**config.mk**
```make
export PLATFORM = sky130hd
export DESIGN_NAME = serial_cfg_rom
export DESIGN_NICKNAME = d
export VERILOG_FILES = /design/src/rtl/scrom_pkg.sv /design/src/rtl/scrom_pin_ctl.sv /design/src/rtl/scrom_seq.sv /design/src/rtl/scrom_out_drv.sv /design/src/rtl/serial_cfg_rom.sv
export SDC_FILE = /design/constraint.sdc
export NUM_CORES = 1
export LEC_CHECK = 0
export BUFFER_PORTS_ARGS = -buffer_cell sky130_fd_sc_hd__buf_2
export CORE_MARGIN = 3
export CORE_UTILIZATION = 50
export DETAILED_ROUTE_END_ITERATION = 10
export PLACE_DENSITY_LB_ADDON = 0.08
export SLEW_MARGIN = 20
export SYNTH_ARGS = -nofsm -noshare
export SYNTH_HDL_FRONTEND = slang
export SYNTH_HIERARCHICAL = 1
export SYNTH_SLANG_ARGS = --single-unit
```
**constraint.sdc**
```tcl
create_clock -name clk -period 4.83 [get_ports clk]
set_input_delay 0.7245 -clock clk [delete_from_list [all_inputs] [get_ports clk]]
set_output_delay 0.7245 -clock clk [all_outputs]
set_load 0.02 [all_outputs]
```
**src/rtl/scrom_pkg.sv**
```systemverilog
package scrom_pkg;

    // Meaning of the combined control pin
    typedef enum logic {
        POL_HI_RESETS = 1'b0,   // high = reset, low = output enable
        POL_LO_RESETS = 1'b1    // low = reset, high = output enable
    } pin_pol_e;

    // Decoded pin functions
    typedef struct packed {
        logic rst_act;
        logic oe_act;
    } pin_ctl_t;

    // Sequencer phase
    typedef enum logic [1:0] {
        PH_IDLE     = 2'd0,     // nothing presented since reset
        PH_STREAM   = 2'd1,     // a bit is held on the output register
        PH_RELEASED = 2'd2      // all bits sent, hand-off taken
    } seq_ph_e;

    function automatic pin_ctl_t decode_pin(input pin_pol_e pol, input logic lvl);
        pin_ctl_t r;
        r.rst_act = (pol == POL_HI_RESETS) ? lvl : ~lvl;
        r.oe_act  = ~r.rst_act;
        return r;
    endfunction

    function automatic int unsigned cnt_bits(input int unsigned depth);
        return $clog2(depth + 1);
    endfunction

    function automatic int unsigned idx_bits(input int unsigned depth);
        return (depth > 1) ? $clog2(depth) : 1;
    endfunction

endpackage

```
**src/rtl/scrom_pin_ctl.sv**
```systemverilog
module scrom_pin_ctl
    import scrom_pkg::*;
(
    input  logic     pin_pol,
    input  logic     ctl_pin,
    output pin_ctl_t ctl
);
    always_comb begin
        ctl = decode_pin(pin_pol_e'(pin_pol), ctl_pin);
    end
endmodule

```
**src/rtl/scrom_seq.sv**
```systemverilog
module scrom_seq
    import scrom_pkg::*;
#(
    parameter int unsigned DEPTH    = 64,
    parameter logic [DEPTH-1:0] ROM_BITS = '0
) (
    input  logic                       clk,
    input  logic                       rst,
    input  logic                       pin_rst,
    input  logic                       advance,
    output seq_ph_e                    phase,
    output logic [cnt_bits(DEPTH)-1:0] bit_cnt,
    output logic                       cur_bit
);
    localparam int unsigned CW = cnt_bits(DEPTH);
    localparam int unsigned AW = idx_bits(DEPTH);
    localparam logic [CW-1:0] LAST_CNT = CW'(DEPTH);

    logic [AW-1:0] rd_idx;

    assign rd_idx = bit_cnt[AW-1:0];

    always_ff @(posedge clk) begin
        if (rst || pin_rst) begin
            phase   <= PH_IDLE;
            bit_cnt <= '0;
            cur_bit <= 1'b0;
        end else if (advance) begin
            unique case (phase)
                PH_IDLE, PH_STREAM: begin
                    if (bit_cnt == LAST_CNT) begin
                        phase <= PH_RELEASED;
                    end else begin
                        cur_bit <= ROM_BITS[rd_idx];
                        bit_cnt <= bit_cnt + 1'b1;
                        phase   <= PH_STREAM;
                    end
                end
                default: begin
                    phase <= PH_RELEASED;
                end
            endcase
        end
    end
endmodule

```
**src/rtl/scrom_out_drv.sv**
```systemverilog
module scrom_out_drv
    import scrom_pkg::*;
(
    input  seq_ph_e phase,
    input  logic    cur_bit,
    input  logic    sel_n,
    input  logic    oe_act,
    output logic    dat_out,
    output logic    dat_vld,
    output logic    cas_en_n
);
    always_comb begin
        dat_vld  = (phase == PH_STREAM) && !sel_n && oe_act;
        dat_out  = dat_vld && cur_bit;
        cas_en_n = (phase != PH_RELEASED);
    end
endmodule

```
**src/rtl/serial_cfg_rom.sv**
```systemverilog
module serial_cfg_rom
    import scrom_pkg::*;
#(
    parameter int unsigned DEPTH    = 64,
    parameter logic [DEPTH-1:0] ROM_BITS = 64'hA5C3_0F96_3C5A_E71D
) (
    input  logic clk,
    input  logic rst,
    input  logic pin_pol,
    input  logic ctl_pin,
    input  logic sel_n,
    output logic dat_out,
    output logic dat_vld,
    output logic cas_en_n
);
    localparam int unsigned CW = cnt_bits(DEPTH);

    pin_ctl_t          pin_ctl;
    seq_ph_e           phase;
    logic [CW-1:0]     bit_cnt;
    logic              cur_bit;
    logic              advance;

    scrom_pin_ctl u_pin (
        .pin_pol (pin_pol),
        .ctl_pin (ctl_pin),
        .ctl     (pin_ctl)
    );

    assign advance = !sel_n && pin_ctl.oe_act;

    scrom_seq #(
        .DEPTH    (DEPTH),
        .ROM_BITS (ROM_BITS)
    ) u_seq (
        .clk     (clk),
        .rst     (rst),
        .pin_rst (pin_ctl.rst_act),
        .advance (advance),
        .phase   (phase),
        .bit_cnt (bit_cnt),
        .cur_bit (cur_bit)
    );

    scrom_out_drv u_drv (
        .phase    (phase),
        .cur_bit  (cur_bit),
        .sel_n    (sel_n),
        .oe_act   (pin_ctl.oe_act),
        .dat_out  (dat_out),
        .dat_vld  (dat_vld),
        .cas_en_n (cas_en_n)
    );
endmodule

```
==> results.py <==
metrics = {
    "synth": {
        "syn_area_per_cell_um2": 9.20,
        "ys.flop_type": "dfxtp_1",
        "synth-async-reset-ratio_pct": 0,
        "netlist_area_pre_place_um2": 653,
        "synth_nets": 80,
        "synth_instances": 71,
        "synth.lib_cells_used.distinct": 30,
        "synth.yosys.warnings": 6,
        "synth_enable_flop_cells": 0,
        "synth_sequential_area_ratio_pct": 30.7,
        "postSynthRegisterBits": 10,
    },
    "clock_tree": {
        "cts_max_path_buffers": 2,
        "cts_sinks": 10,
        "clock_root_buffer": "clkbuf_4",
        "clk_latency_ns": 0.26,
        "h-tree-depth": 1,
        "post_cts_hold_buffer_count": 0,
        "post_cts.resized_instances": 0,
        "cts_buffers": 3,
        "clock_tree_from_tritoncts": "built",
        "clkTransAtPathRegs_ns": 0.06,
        "post-cts-setup-buffer-count": 0,
    },
    "layout": {
        "nFillCells": 116,
        "final_net_count": 89,
        "footprint_of_the_multi_input_gates_um2": 422,
        "layout.area.seq_um2": 200,
        "insertedDiodeCount": 0,
        "final_layout_size_suffix_gt1_share_pct": 19.0,
        "synth_to_final_area_change_pct": 10.5,
    },
    "timing": {
        "hold_violations": 0,
        "setup_slack_ns": 2.59,
        "slew_headroom_pct": 78.0,
        "setup_viol": 0,
        "whs_ns": 0.478,
        "rsz0062_at_grt": "false",
        "tightestPinTransition_ns": 0.330,
        "post-route-min-period_ns": 2.24,
        "fmaxAchievable_ghz": 0.447,
        "period_share_pct": 46.3,
        "final-max-slew-violation-count": 0,
        "fin_tns_setup_ns": 0,
        "fin_worst_skew_ns": 0.000954,
    },
    "placement": {
        "dp_slack_ns": 2.58,
        "numPortBuffers": 7,
        "place.gp.congestion": 0.841,
    },
    "grt": {
        "gr-total-overflow": 0,
        "first_global_vias": 480,
        "pin_count_of_the_biggest_net_entering_global_routing": 10,
        "antenna_found_initial": 0,
        "groute.usage.overall_pct": 14.6,
        "first_pass_grt_wire_length_um": 1980,
    },
    "die": {
        "io_pins": 8,
        "die_height_um": 42.1,
        "dieWidth_um": 42.1,
        "rows": 12,
        "initial_utilization_pct": 55.8,
        "core-area_um2": 1170,
        "dieArea_um2": 1780,
    },
    "status": {
        "run_status": "completed",
    },
    "detailed_routing": {
        "finalWirelength_um": 1130,
        "initialDrtViolationCount": 7,
        "drtAntennaViolNets": 0,
        "dr.pass1.iters": 4,
        "drc": 0,
        "vias_per_cell": 5.24,
        "avgRoutedWirePerCell_um": 12.1,
        "number_of_vias_after_detailed_routing": 487,
    },
    "power_and_ir_drop": {
        "power.density_nw_per_um2": 246,
        "p_leak_nw": 0.277,
        "irDropWorstVdd_mv": 0.175,
        "total_chip_power_mw": 0.178,
    },
    "critical_path": {
        "cp_max_fo": 2,
        "endpoint_kind": "output pin",
        "path_class": "in -> out",
        "worst_ep_required_time_ns": 4.11,
        "reg2reg_setup_slack_ns": 3.23,
        "crit_path_arrival_time_ns": 1.51,
        "cp-start-kind": "primary input",
    },
    "hold_path": {
        "worstHoldPathType": "reg -> reg",
    },
    "run": {
        "maxCapViolCount": 0,
    },
}
## worst paths after layout
path,from,to,cells after the start
hold / removal,u_seq/cur_bit$_SDFFE_PP0P_,u_seq/cur_bit$_SDFFE_PP0P_,2
setup reg to reg,u_seq/bit_cnt[0]$_SDFFE_PP0P_,u_seq/cur_bit$_SDFFE_PP0P_,6
setup / recovery,pin_pol,dat_out,5
hold reg to reg,u_seq/cur_bit$_SDFFE_PP0P_,u_seq/cur_bit$_SDFFE_PP0P_,2
## where the power goes
group	leakage [nW]	switching [mW]	total, mW	internal (mW)
Combinational	0.176	0.00990	0.0186	0.00874
Clock	0.0210	0.0276	0.0733	0.0457
Sequential	0.0808	0.00168	0.0856	0.0839
Total	0.277	0.0392	0.178	0.138
## logic make-up (layout without fill, tap and decap cells)
kind of cell | Yosys count | after routing | synth area share, %
AND/OR/NAND/NOR | 29 | 29 | 24.1
XOR/XNOR | 10 | 10 | 13.4
flip-flops | 10 | 10 | 30.7
AO/OA/AOI/OAI | 7 | 7 | 9.20
buffers and inverters | 6 | 14 | 4.79
multiplexers | 5 | 5 | 10.2
adder cells (fa/ha/maj) | 4 | 4 | 7.66
## through the flow
step                      utilization [%]  cells  cell area [um^2]
after floorplan                         -     71               653
after global placement               58.5     89               686
after detailed placement             58.5     89               686
after CTS                            61.6     93               722
after global routing                 61.6     93               722
final                                61.6     93               722
## worst max-delay path, cell delays in order
cell      delay, ns
buf_2          0.12
xnor2_1        0.18
and4bb_1       0.22
and2_1         0.12
buf_2          0.15
## synth_stat cells, drive strengths merged, types with 2 or more instances
| cell | number | share of area, % |
|---|---|---|
| nand3 | 2 | 1.5 |
| inv | 3 | 1.7 |
| buf | 2 | 2.5 |
| nor2 | 12 | 6.9 |
| mux2i | 4 | 6.1 |
| nor2b | 2 | 3.1 |
| ha | 4 | 7.7 |
| xor2 | 4 | 5.4 |
| nor3 | 2 | 1.5 |
| xnor2 | 6 | 8.0 |
| nand2 | 4 | 2.3 |
| dfxtp | 10 | 31 |
## cell type report
cell class | count | share of cell area (%)
multi-input combinational | 55 | 58.4
tap | 14 | 2.43
sequential | 10 | 27.7
timing repair buffer | 7 | 4.85
inverter | 3 | 1.56
clock buffer | 4 | 5.03
## per-layer routing
layer | track usage (%) | up-vias | share of wire (%)
met5 | 0 | - | 0
met4 | 3.73 | 0 | 1.2
met3 | 5.58 | 2 | 4.1
met2 | 24.4 | 6 | 44
met1 | 17.4 | 222 | 50
li1 | - | 257 | -
## cell usage in the layout (no fill, tap or decap), types with 2 or more instances in the layout
cell	synthesis	final
nor2_1	12	12
inv_1	3	3
mux2i_1	4	4
nor3_1	2	2
clkbuf_4	0	3
buf_2	1	7
nand2_1	4	4
dfxtp_1	10	10
ha_1	4	4
xor2_1	4	4
xnor2_1	6	6
nand3_1	2	2
## flip-flops by register name, indices dropped and copies added (netlist names)
signal,cells
u_seq/cur_bit,1
u_seq/bit_cnt,7
u_seq/phase,2
Note: power is estimated with default switching activity, not from simulation.
